===== config.mk =====
export PLATFORM = sky130hd
export DESIGN_NAME = wave_voice
export DESIGN_NICKNAME = d
export VERILOG_FILES = /design/src/rtl/wv_pkg.sv /design/src/rtl/wv_table.sv /design/src/rtl/wv_counter.sv /design/src/rtl/wv_scale.sv /design/src/rtl/wave_voice.sv
export SDC_FILE = /design/constraint.sdc
export NUM_CORES = 1
export LEC_CHECK = 0
export ABC_AREA = 1
export BUFFER_PORTS_ARGS = -buffer_cell sky130_fd_sc_hd__buf_4
export CORE_UTILIZATION = 42
export DETAILED_ROUTE_END_ITERATION = 16
export PLACE_DENSITY = 0.65
export REMOVE_ABC_BUFFERS = 1
export SYNTH_ARGS = -nofsm -noshare
export SYNTH_HDL_FRONTEND = slang
export SYNTH_SLANG_ARGS = --single-unit

===== constraint.sdc =====
create_clock -name clk_i -period 12.8 [get_ports clk_i]
set_input_delay 0.64 -clock clk_i [delete_from_list [all_inputs] [get_ports clk_i]]
set_output_delay 0.64 -clock clk_i [all_outputs]
set_load 0.05 [all_outputs]

===== src/rtl/wv_pkg.sv =====
package wv_pkg;
  localparam int unsigned WAVE_DEPTH = 32;
  localparam int unsigned SAMPLE_W   = 8;
  localparam int unsigned PITCH_W    = 12;
  localparam int unsigned PITCH_LO_W = 8;
  localparam int unsigned VOL_W      = 4;
  localparam int unsigned MIN_PITCH  = 9;
  localparam int unsigned PTR_W      = $clog2(WAVE_DEPTH);

  typedef struct packed {
    logic freq8;
    logic freq4;
    logic rst_pos;
  } wv_mode_t;
endpackage


===== src/rtl/wv_table.sv =====
module wv_table #(
  parameter int unsigned DEPTH = wv_pkg::WAVE_DEPTH,
  parameter int unsigned W     = wv_pkg::SAMPLE_W,
  localparam int unsigned AW   = $clog2(DEPTH)
) (
  input  logic          clk_i,
  input  logic          rst_ni,
  input  logic          we_i,
  input  logic [AW-1:0] waddr_i,
  input  logic [W-1:0]  wdata_i,
  input  logic [AW-1:0] raddr_i,
  output logic [W-1:0]  rdata_o
);
  logic [W-1:0] mem_q [DEPTH];

  for (genvar g = 0; g < DEPTH; g++) begin : g_entry
    always_ff @(posedge clk_i or negedge rst_ni) begin
      if (!rst_ni)                             mem_q[g] <= '0;
      else if (we_i && waddr_i == AW'(g))      mem_q[g] <= wdata_i;
    end
  end

  assign rdata_o = mem_q[raddr_i];
endmodule


===== src/rtl/wv_counter.sv =====
module wv_counter #(
  parameter int unsigned PITCH_W   = wv_pkg::PITCH_W,
  parameter int unsigned LO_W      = wv_pkg::PITCH_LO_W,
  parameter int unsigned PTR_W     = wv_pkg::PTR_W,
  parameter int unsigned MIN_PITCH = wv_pkg::MIN_PITCH,
  localparam int unsigned HI_W     = PITCH_W - LO_W
) (
  input  logic             clk_i,
  input  logic             rst_ni,
  input  logic             tick_i,
  input  logic             pitch_lo_we_i,
  input  logic             pitch_hi_we_i,
  input  logic [LO_W-1:0]  pitch_data_i,
  input  wv_pkg::wv_mode_t mode_i,
  output logic [PTR_W-1:0] ptr_o,
  output logic [PTR_W-1:0] ptr_nxt_o
);
  logic [PITCH_W-1:0] pitch_q, cnt_q, cnt_dec, cnt_nxt;
  logic [PTR_W-1:0]   ptr_q, ptr_nxt;
  logic               run, carry, pwr;

  assign pwr = pitch_lo_we_i | pitch_hi_we_i;
  assign run = tick_i && (pitch_q >= PITCH_W'(MIN_PITCH));

  always_comb begin
    if (mode_i.freq4) begin
      cnt_dec[LO_W-1:0]       = cnt_q[LO_W-1:0] - 1'b1;
      cnt_dec[PITCH_W-1:LO_W] = cnt_q[PITCH_W-1:LO_W] - 1'b1;
    end else begin
      cnt_dec = cnt_q - 1'b1;
    end
    // low-byte rule takes priority over nibble rule
    if (mode_i.freq8)      carry = (cnt_q[LO_W-1:0] == '0);
    else if (mode_i.freq4) carry = (cnt_q[PITCH_W-1:LO_W] == '0);
    else                   carry = (cnt_q == '0);

    cnt_nxt = cnt_q;
    ptr_nxt = ptr_q;
    if (run) begin
      cnt_nxt = carry ? pitch_q : cnt_dec;
      if (carry) ptr_nxt = ptr_q + 1'b1;
    end
    if (pwr && mode_i.rst_pos) ptr_nxt = '0;
  end

  always_ff @(posedge clk_i or negedge rst_ni) begin
    if (!rst_ni) begin
      pitch_q <= '0;
      cnt_q   <= '0;
      ptr_q   <= '0;
    end else begin
      cnt_q <= cnt_nxt;
      ptr_q <= ptr_nxt;
      if (pitch_lo_we_i) pitch_q[LO_W-1:0]       <= pitch_data_i;
      if (pitch_hi_we_i) pitch_q[PITCH_W-1:LO_W] <= pitch_data_i[HI_W-1:0];
    end
  end

  assign ptr_o     = ptr_q;
  assign ptr_nxt_o = ptr_nxt;

  // low pitch freezes the pointer
  a_r4_hold: assert property (@(posedge clk_i) disable iff (!rst_ni)
    (tick_i && pitch_q < PITCH_W'(MIN_PITCH) && !pwr) |=> (ptr_q == $past(ptr_q)));
  // pitch write with reset-position mode clears pointer
  a_r10_rst_pos: assert property (@(posedge clk_i) disable iff (!rst_ni)
    (pwr && mode_i.rst_pos) |=> (ptr_q == '0));
  // pointer only ever advances by one
  a_r3_step: assert property (@(posedge clk_i) disable iff (!rst_ni)
    (!(pwr && mode_i.rst_pos)) |=> (ptr_q == $past(ptr_q) || ptr_q == $past(ptr_q) + 1'b1));
  // no step without a tick
  a_r3_no_tick: assert property (@(posedge clk_i) disable iff (!rst_ni)
    (!tick_i && !pwr) |=> $stable(ptr_q) && $stable(cnt_q));
endmodule


===== src/rtl/wv_scale.sv =====
module wv_scale #(
  parameter int unsigned SAMPLE_W = wv_pkg::SAMPLE_W,
  parameter int unsigned VOL_W    = wv_pkg::VOL_W,
  localparam int unsigned PROD_W  = SAMPLE_W + VOL_W + 1
) (
  input  logic [SAMPLE_W-1:0] sample_i,
  input  logic [VOL_W-1:0]    vol_i,
  input  logic                en_i,
  output logic [SAMPLE_W-1:0] out_o
);
  logic signed [PROD_W-1:0] prod, shifted;

  assign prod    = $signed(sample_i) * $signed({1'b0, vol_i});
  assign shifted = prod >>> VOL_W;
  assign out_o   = en_i ? shifted[SAMPLE_W-1:0] : '0;
endmodule


===== src/rtl/wave_voice.sv =====
module wave_voice
  import wv_pkg::*;
#(
  parameter int unsigned DEPTH  = WAVE_DEPTH,
  parameter int unsigned SW     = SAMPLE_W,
  parameter int unsigned PW     = PITCH_W,
  parameter int unsigned LW     = PITCH_LO_W,
  parameter int unsigned VW     = VOL_W,
  localparam int unsigned AW    = $clog2(DEPTH)
) (
  input  logic          clk_i,
  input  logic          rst_ni,
  input  logic          tick_i,
  input  logic          pitch_lo_we_i,
  input  logic          pitch_hi_we_i,
  input  logic [LW-1:0] pitch_data_i,
  input  logic          vol_we_i,
  input  logic [VW-1:0] vol_data_i,
  input  logic          enable_i,
  input  logic          freq8_i,
  input  logic          freq4_i,
  input  logic          rst_pos_i,
  input  logic          wave_we_i,
  input  logic [AW-1:0] wave_addr_i,
  input  logic [SW-1:0] wave_data_i,
  output logic [SW-1:0] sample_o,
  output logic [AW-1:0] pos_o
);
  wv_mode_t      mode;
  logic [AW-1:0] ptr_nxt;
  logic [SW-1:0] rd_sample, scaled, sample_q;
  logic [VW-1:0] vol_q;

  assign mode = '{freq8: freq8_i, freq4: freq4_i, rst_pos: rst_pos_i};

  wv_counter #(.PITCH_W(PW), .LO_W(LW), .PTR_W(AW), .MIN_PITCH(MIN_PITCH)) u_cnt (
    .clk_i, .rst_ni, .tick_i, .pitch_lo_we_i, .pitch_hi_we_i, .pitch_data_i,
    .mode_i(mode), .ptr_o(pos_o), .ptr_nxt_o(ptr_nxt)
  );

  wv_table #(.DEPTH(DEPTH), .W(SW)) u_tab (
    .clk_i, .rst_ni, .we_i(wave_we_i), .waddr_i(wave_addr_i), .wdata_i(wave_data_i),
    .raddr_i(ptr_nxt), .rdata_o(rd_sample)
  );

  wv_scale #(.SAMPLE_W(SW), .VOL_W(VW)) u_scl (
    .sample_i(rd_sample), .vol_i(vol_q), .en_i(enable_i), .out_o(scaled)
  );

  always_ff @(posedge clk_i or negedge rst_ni) begin
    if (!rst_ni) begin
      vol_q    <= '0;
      sample_q <= '0;
    end else begin
      if (vol_we_i) vol_q    <= vol_data_i;
      if (tick_i)   sample_q <= scaled;
    end
  end

  assign sample_o = sample_q;

  // disabled tick gives silence
  a_r9_off: assert property (@(posedge clk_i) disable iff (!rst_ni)
    (tick_i && !enable_i) |=> (sample_o == '0));
  // output only moves on a tick
  a_r8_hold: assert property (@(posedge clk_i) disable iff (!rst_ni)
    !tick_i |=> $stable(sample_o));
endmodule


==> run summary, run 1 <==
• area of the die: 36390 sq um
• prevailing post-synth register cell: dfrtp_1
• number of resized instances in the post-cts repair step: 0
• Worst Hold Margin: 0.1644 ns
• DR WL/cell: 17.70 um
• maximum number of pins on one net before global-route repair: 190
• gate count after technology mapping: 1817
• CP Launch Point: u_cnt.cnt_q[8]
• slowest cell on the critical path: buf_4
• static leakage power: 7.707 nW
• slew at the pin closest to its max-slew limit: 1.150 ns
• Setup TNS Final: 0 ns
• port bufs: 48
• Area Growth Syn to Fin: 10.08%
• router iterations before antenna repair: 6
• ratio of cells with drive above 1 in the final layout: 8.154%
• data arrival time of the worst path: 8.44 ns
• global-route usage over all layers: 22.58%
• first-pass GRT wire length: 65340 um
• Async SR Flop Fraction: 100.0%
• HPWL Detailed: 24320 um
• num rows: 68
• worst ir drop on vdd: 0.0001277 V
• Max-slew headroom: 23.26%
• Avg Inst Size Synth: 8.235 sq um
• clk slew on worst S/H paths: 0.06 ns
• number of hold-repair buffers added at the cts stage: 0
• width of the chip: 190.8 um
• setup repair after global routing missed its margin: no
• max-slew violations: 0
• Top-Level Pins: 49
• top achievable clock speed: 125.2 MHz
• final cycle utilization of the critical path: 62.42%
• class of the most critical setup path: reg2reg
• fillers: 3331
• endpoints failing setup: 0
• Root Driver: clkbuf_16
• synth warn: 0
• Setup WS post-layout: 4.811 ns
• post-synthesis sequential element count: 297
• FF-to-FF Start: u_cnt.cnt_q[8]
• TritonCTS clock tree: built
• buffer count from post-CTS setup fixing: 0
• path class of the lowest-slack min-delay path: in2async
• post-layout net count: 1867
• antenna fix cells: 0
• drt via density: 5.559
• peak fanout along the critical path: 82
• utilization after layout: 47.33%
• detailed-route wire length: 40180 um
• type of element launching the critical path: register
• run status: completed
• clock latency at the later pin of the worst-skew pair: 0.52 ns
• Post-Syn Area: 14960 sq um
• number of enable flip-flop cells after synthesis: 0
• via total after detailed routing: 12.62k
• CP Capture Point: sample_o[7]
• maximum count of clock buffers along a single path: 3
• number of CTS-inserted buffers: 34
• final number of hold-violating endpoints: 0
• TritonCTS Sinks: 297
• post-detailed-route DRC marker count: 0
• reg-to-reg critical path endpoint: sample_o[7]
• H-Tree Level Count: 2
• global-route congestion overflow total: 0
• initial core utilization: 43.00%
• worst clock skew on the final layout: 0.02364 ns
• most common library cell in the layout ignoring fill and taps: nand2_1
• number of global-route vias before repair: 11.99k
• overall die height: 190.8 um
• number of antenna violations at the first check in global routing: 0
• initial detailed-routing violation count: 1135
• CP Capture Type: register
• biggest cell delay along the critical path: 0.77 ns
• leading cell types in the layout, fill and taps excluded: 558 x nand2_1, 297 x dfrtp_1, 290 x o21ai_0
• power per cell area: 168.7 nW/um^2
• routability cong.: 0.8972
• Core Area: 34800 sq um
• critical path data required time: 13.25 ns
• post-route ant nets: 0
• setup slack after placement: 4.907 ns
• fraction of the yosys area taken by sequential cells: 49.67%
• logic depth of the worst register-to-register path: 35
• reported max-cap violation count: 0
• number of different library cells in the post-synthesis netlist: 47
• minimum clock period after layout: 7.989 ns
• internal reg-to-reg setup slack: 4.81 ns
state kept, by name, summed over array words and instances, names as in the netlist:
signal,count
u_tab.mem_q,256
u_cnt.cnt_q,12
u_cnt.pitch_q,12
sample_o,8
u_cnt.ptr_o,5
vol_q,4
where the power goes:
part	switching, mW	total, mW	internal [mW]
clock	0.395	0.940	0.545
combinational	0.393	0.609	0.216
sequential	0.111	1.23	1.12
total	0.899	2.78	1.88
layout make-up:
| class | instances | area (sq um) | share of cell area (%) |
|---|---|---|---|
| Multi-Input combinational cell | 1308 | 6589 | 40.00 |
| Timing Repair Buffer | 56 | 440.4 | 2.674 |
| Sequential cell | 297 | 7432 | 45.12 |
| Tap cell | 455 | 569.3 | 3.456 |
| Inverter | 95 | 360.3 | 2.188 |
| Clock buffer | 48 | 993.5 | 6.032 |
| Clock inverter | 11 | 86.33 | 0.5242 |
through the flow:
| stage | power [mW] | instance area, sq um | instances |
|---|---|---|---|
| 2_1_floorplan | 1.648 | 14370 | 1700 |
| 3_3_place_gp | 1.830 | 15390 | 2211 |
| 3_5_place_dp | 1.847 | 15390 | 2211 |
| 4_1_cts | 2.793 | 16470 | 2270 |
| 5_1_grt | 2.944 | 16470 | 2270 |
| 6_report | 2.779 | 16470 | 2270 |
metal layers:
| layer | routed length [um] | track usage, % |
|---|---|---|
| met2 | 17840 | 34.98 |
| met1 | 18810 | 32.69 |
| met4 | 661 | 5.169 |
| met3 | 2877 | 4.104 |
| met5 | 0 | 0 |
critical path, delay by kind of cell (launching register included):
family / cells / cell delay (ns)
flops: 1 / 0.38
simple gates: 18 / 2.91
fa+ha+maj: 5 / 1.77
compound gates: 5 / 1.12
buf+inv: 7 / 1.68
worst min-delay path by stage:
stage          cells after the start        startpoint          endpoint
6_report                           1            rst_ni  u_cnt.pitch_q[4]
3_3_place_gp                       2  u_tab.mem_q[176]  u_tab.mem_q[176]
3_5_place_dp                       2  u_tab.mem_q[166]  u_tab.mem_q[166]
2_1_floorplan                      0            rst_ni       sample_o[0]
4_1_cts                            1            rst_ni  u_cnt.pitch_q[4]
5_1_grt                            1            rst_ni  u_cnt.pitch_q[4]
synthesized netlist by cell type, types with 3 or more instances:
master / instances / area [sq um]
a21oi_1: 90 / 450.4
a221oi_1: 37 / 324.1
a31oi_1: 4 / 25.02
buf_2: 24 / 120.1
buf_4: 13 / 97.59
buf_6: 10 / 112.6
clkbuf_1: 70 / 262.8
dfrtp_1: 297 / 7432
fa_1: 15 / 300.3
ha_1: 24 / 300.3
inv_1: 87 / 326.6
inv_2: 5 / 18.77
mux2_2: 4 / 45.04
nand2_1: 559 / 2098
nand2_2: 5 / 31.28
nand3_1: 110 / 550.5
nand3_2: 3 / 30.03
nand3b_1: 3 / 22.52
nand4_1: 26 / 162.7
nor2_1: 70 / 262.8
nor2_2: 4 / 25.02
nor2_4: 3 / 33.78
nor3_1: 20 / 100.1
o211ai_1: 5 / 37.54
o21ai_0: 290 / 1451
o221ai_1: 3 / 26.28
or2_1: 7 / 43.79
logic make-up after synthesis:
kind of cell	count (synthesis)	share of synthesized area [%]
AOI/OAI and AO/OA	440	16.10
xor gates and xnor gates	3	0.1756
adders and majority gates	39	4.014
buffers and inverters	212	6.363
DFF	297	49.67
muxes	4	0.3010
and+or+nand+nor	822	23.38
(Power assumes the default switching activity.)
==> run 2: changes to the inputs <==
Clock period 12.8 ns to 7.9 ns, I/O delays scaled along.
==> run summary, run 2 (same netlist as run 1, synthesis figures left out) <==
• overall power consumption: 4.671 mW, +68%
• number of antenna violations at the first check in global routing: 0, unchanged
• area of the die: 36390 sq um, unchanged
• most common library cell in the layout ignoring fill and taps: nand2_1
• reported max-cap violation count: 0, unchanged
• worst ir drop on vdd: 0.0001831 V, +43%
• Root Driver: clkbuf_16
• top achievable clock speed: 151.5 MHz, +21%
• drt via density: 5.482, -1.4%
• Regs by FF count: u_tab.mem_q x256, u_cnt.cnt_q x12, u_cnt.pitch_q x12
• most flop-heavy register: u_tab.mem_q
• register area: 7432 sq um, unchanged
• Area Growth Syn to Fin: 11.22%
• worst clock skew on the final layout: 0.02119 ns, -0.002449 ns
• FF-to-FF Start: u_cnt.cnt_q[8]
• endpoints failing setup: 0, unchanged
• TritonCTS Sinks: 297, unchanged
• antenna fix cells: 0, unchanged
• net switching component of the power: 1.448 mW, +61%
• number of hold-repair buffers added at the cts stage: 0, unchanged
• initial core utilization: 43.00%, unchanged
• clock latency at the later pin of the worst-skew pair: 0.52 ns, about the same
• routability cong.: 0.8746, -2.5%
• width of the chip: 190.8 um, unchanged
• Largest register FFs: 256, unchanged
• class of the most critical setup path: reg2reg
• switching share of power: 31.00%, -1.3 points
• Max-slew headroom: 16.29%, -7.0 points
• global-route congestion overflow total: 0, unchanged
• number of global-route vias before repair: 12.04k, +0.41%
• global-route usage over all layers: 23.19%, +0.61 points
• buffer count from post-CTS setup fixing: 0, unchanged
• static leakage power: 7.801 nW, +1.2%
• path class of the lowest-slack min-delay path: in2async
• first-pass GRT wire length: 66760 um, +2.2%
• post-layout net count: 1872, +0.27%
• CP Capture Type: register
• leading cell types in the layout, fill and taps excluded: 559 x nand2_1, 297 x dfrtp_1, 290 x o21ai_0
• router iterations before antenna repair: 5, -1
• data arrival time of the worst path: 7.04 ns, -1.40 ns
• maximum count of clock buffers along a single path: 3, unchanged
• max-slew violations: 0, unchanged
• critical path data required time: 8.34 ns, -4.91 ns
• detailed-route wire length: 41040 um, +2.1%
• minimum clock period after layout: 6.601 ns, -1.389 ns
• ratio of cells with drive above 1 in the final layout: 8.457%, +0.30 points
• slowest cell on the critical path: buf_4
• slew at the pin closest to its max-slew limit: 1.254 ns, +0.1044 ns
• final number of hold-violating endpoints: 0, unchanged
• power per cell area: 280.7 nW/um^2, +66%
• CP most frequent cell: nand2_1
• type of element launching the critical path: register
• logic depth of the worst register-to-register path: 35, unchanged
• Top-Level Pins: 49, unchanged
• post-route ant nets: 0, unchanged
• HPWL Detailed: 25060 um, +3.1%
• final cycle utilization of the critical path: 83.55%, +21 points
• TritonCTS clock tree: built
• internal reg-to-reg setup slack: 1.30 ns, -3.51 ns
• port bufs: 48, unchanged
• initial detailed-routing violation count: 1268, +12%
• via total after detailed routing: 12.48k, -1.1%
• relative contribution of the clock network to total power: 36.1%, +2.3 points
• num rows: 68, unchanged
• CP Launch Point: u_cnt.cnt_q[8]
• biggest cell delay along the critical path: 0.71 ns, -0.06 ns
• DR WL/cell: 18.03 um, +1.9%
• peak fanout along the critical path: 65, -21%
• clk slew on worst S/H paths: 0.06 ns, about the same
• number of resized instances in the post-cts repair step: 0, unchanged
• run status: completed
• setup repair after global routing missed its margin: no
• overall die height: 190.8 um, unchanged
• footprint of the multi-input gates: 6586 sq um, about the same
• fraction of power consumed by combinational cells: 21.3%, -0.6 points
• reg-to-reg critical path endpoint: sample_o[7]
• Core Area: 34800 sq um, unchanged
• post-detailed-route DRC marker count: 0, unchanged
• Setup TNS Final: 0 ns, unchanged
• fillers: 3347, +0.48%
• maximum number of pins on one net before global-route repair: 161, -15%
• number of CTS-inserted buffers: 34, unchanged
• H-Tree Level Count: 2, unchanged
• total internal power: 3.223 mW, +71%
• relative contribution of sequential cells to total power: 42.6%, -1.7 points
-- run 2: worst max path at each step --
stage | endpoint | slack, ns | depth (start not counted)
floorplan | sample_o[7] | 0.20 | 32
global placement | sample_o[7] | 1.49 | 35
detailed placement | sample_o[7] | 1.34 | 35
CTS | sample_o[7] | 1.32 | 35
global route | sample_o[7] | 0.76 | 35
finish | sample_o[7] | 1.30 | 35
-- run 2: stage by stage --
step	hold slack [ns]	instance area (sq um)	cells	setup WS [ns]	util, %
finish	0.03801	16640	2276	1.299	47.82
global route	0.1070	16640	2276	0.7648	47.82
CTS	0.07346	16640	2276	1.319	47.82
detailed placement	0.4670	15440	2216	1.342	44.37
global placement	0.4643	15440	2216	1.490	44.37
floorplan	0.09941	14370	1700	0.1960	-
-- run 2: power by group through the flow --
stage          clock network (mW)  registers, mW  logic (mW)
2_1_floorplan                   0           2.01       0.656
3_3_place_gp                    0           2.00       0.965
3_5_place_dp                    0           2.01       0.989
4_1_cts                      1.71           1.98       0.995
5_1_grt                      1.78           2.02        1.14
6_report                     1.69           1.99       0.993
-- run 2: cell type report --
cell class,count,area share (%)
tap,455,3.421
sequential,297,44.66
clock buffer,48,6.097
timing repair buffer,61,2.947
clock inverter,12,1.135
inverter,95,2.165
multi-input combinational,1308,39.58
-- run 2: routing by layer --
metal | up-vias | global-route usage [%] | part of all wire [%]
met1 | 5984 | 33.84 | 47
met3 | 45 | 3.497 | 6.6
met4 | 0 | 5.477 | 1.7
li1 | 6020 | - | -
met5 | - | 0 | 0
met2 | 428 | 36.06 | 45
-- run 2: critical path, delay by kind of cell, from the launching register on --
kind | cells | cell delay, ns
simple gates | 19 | 2.32
fa+ha+maj | 5 | 1.75
buf+inv | 6 | 1.06
compound gates | 5 | 1.00
flops | 1 | 0.38
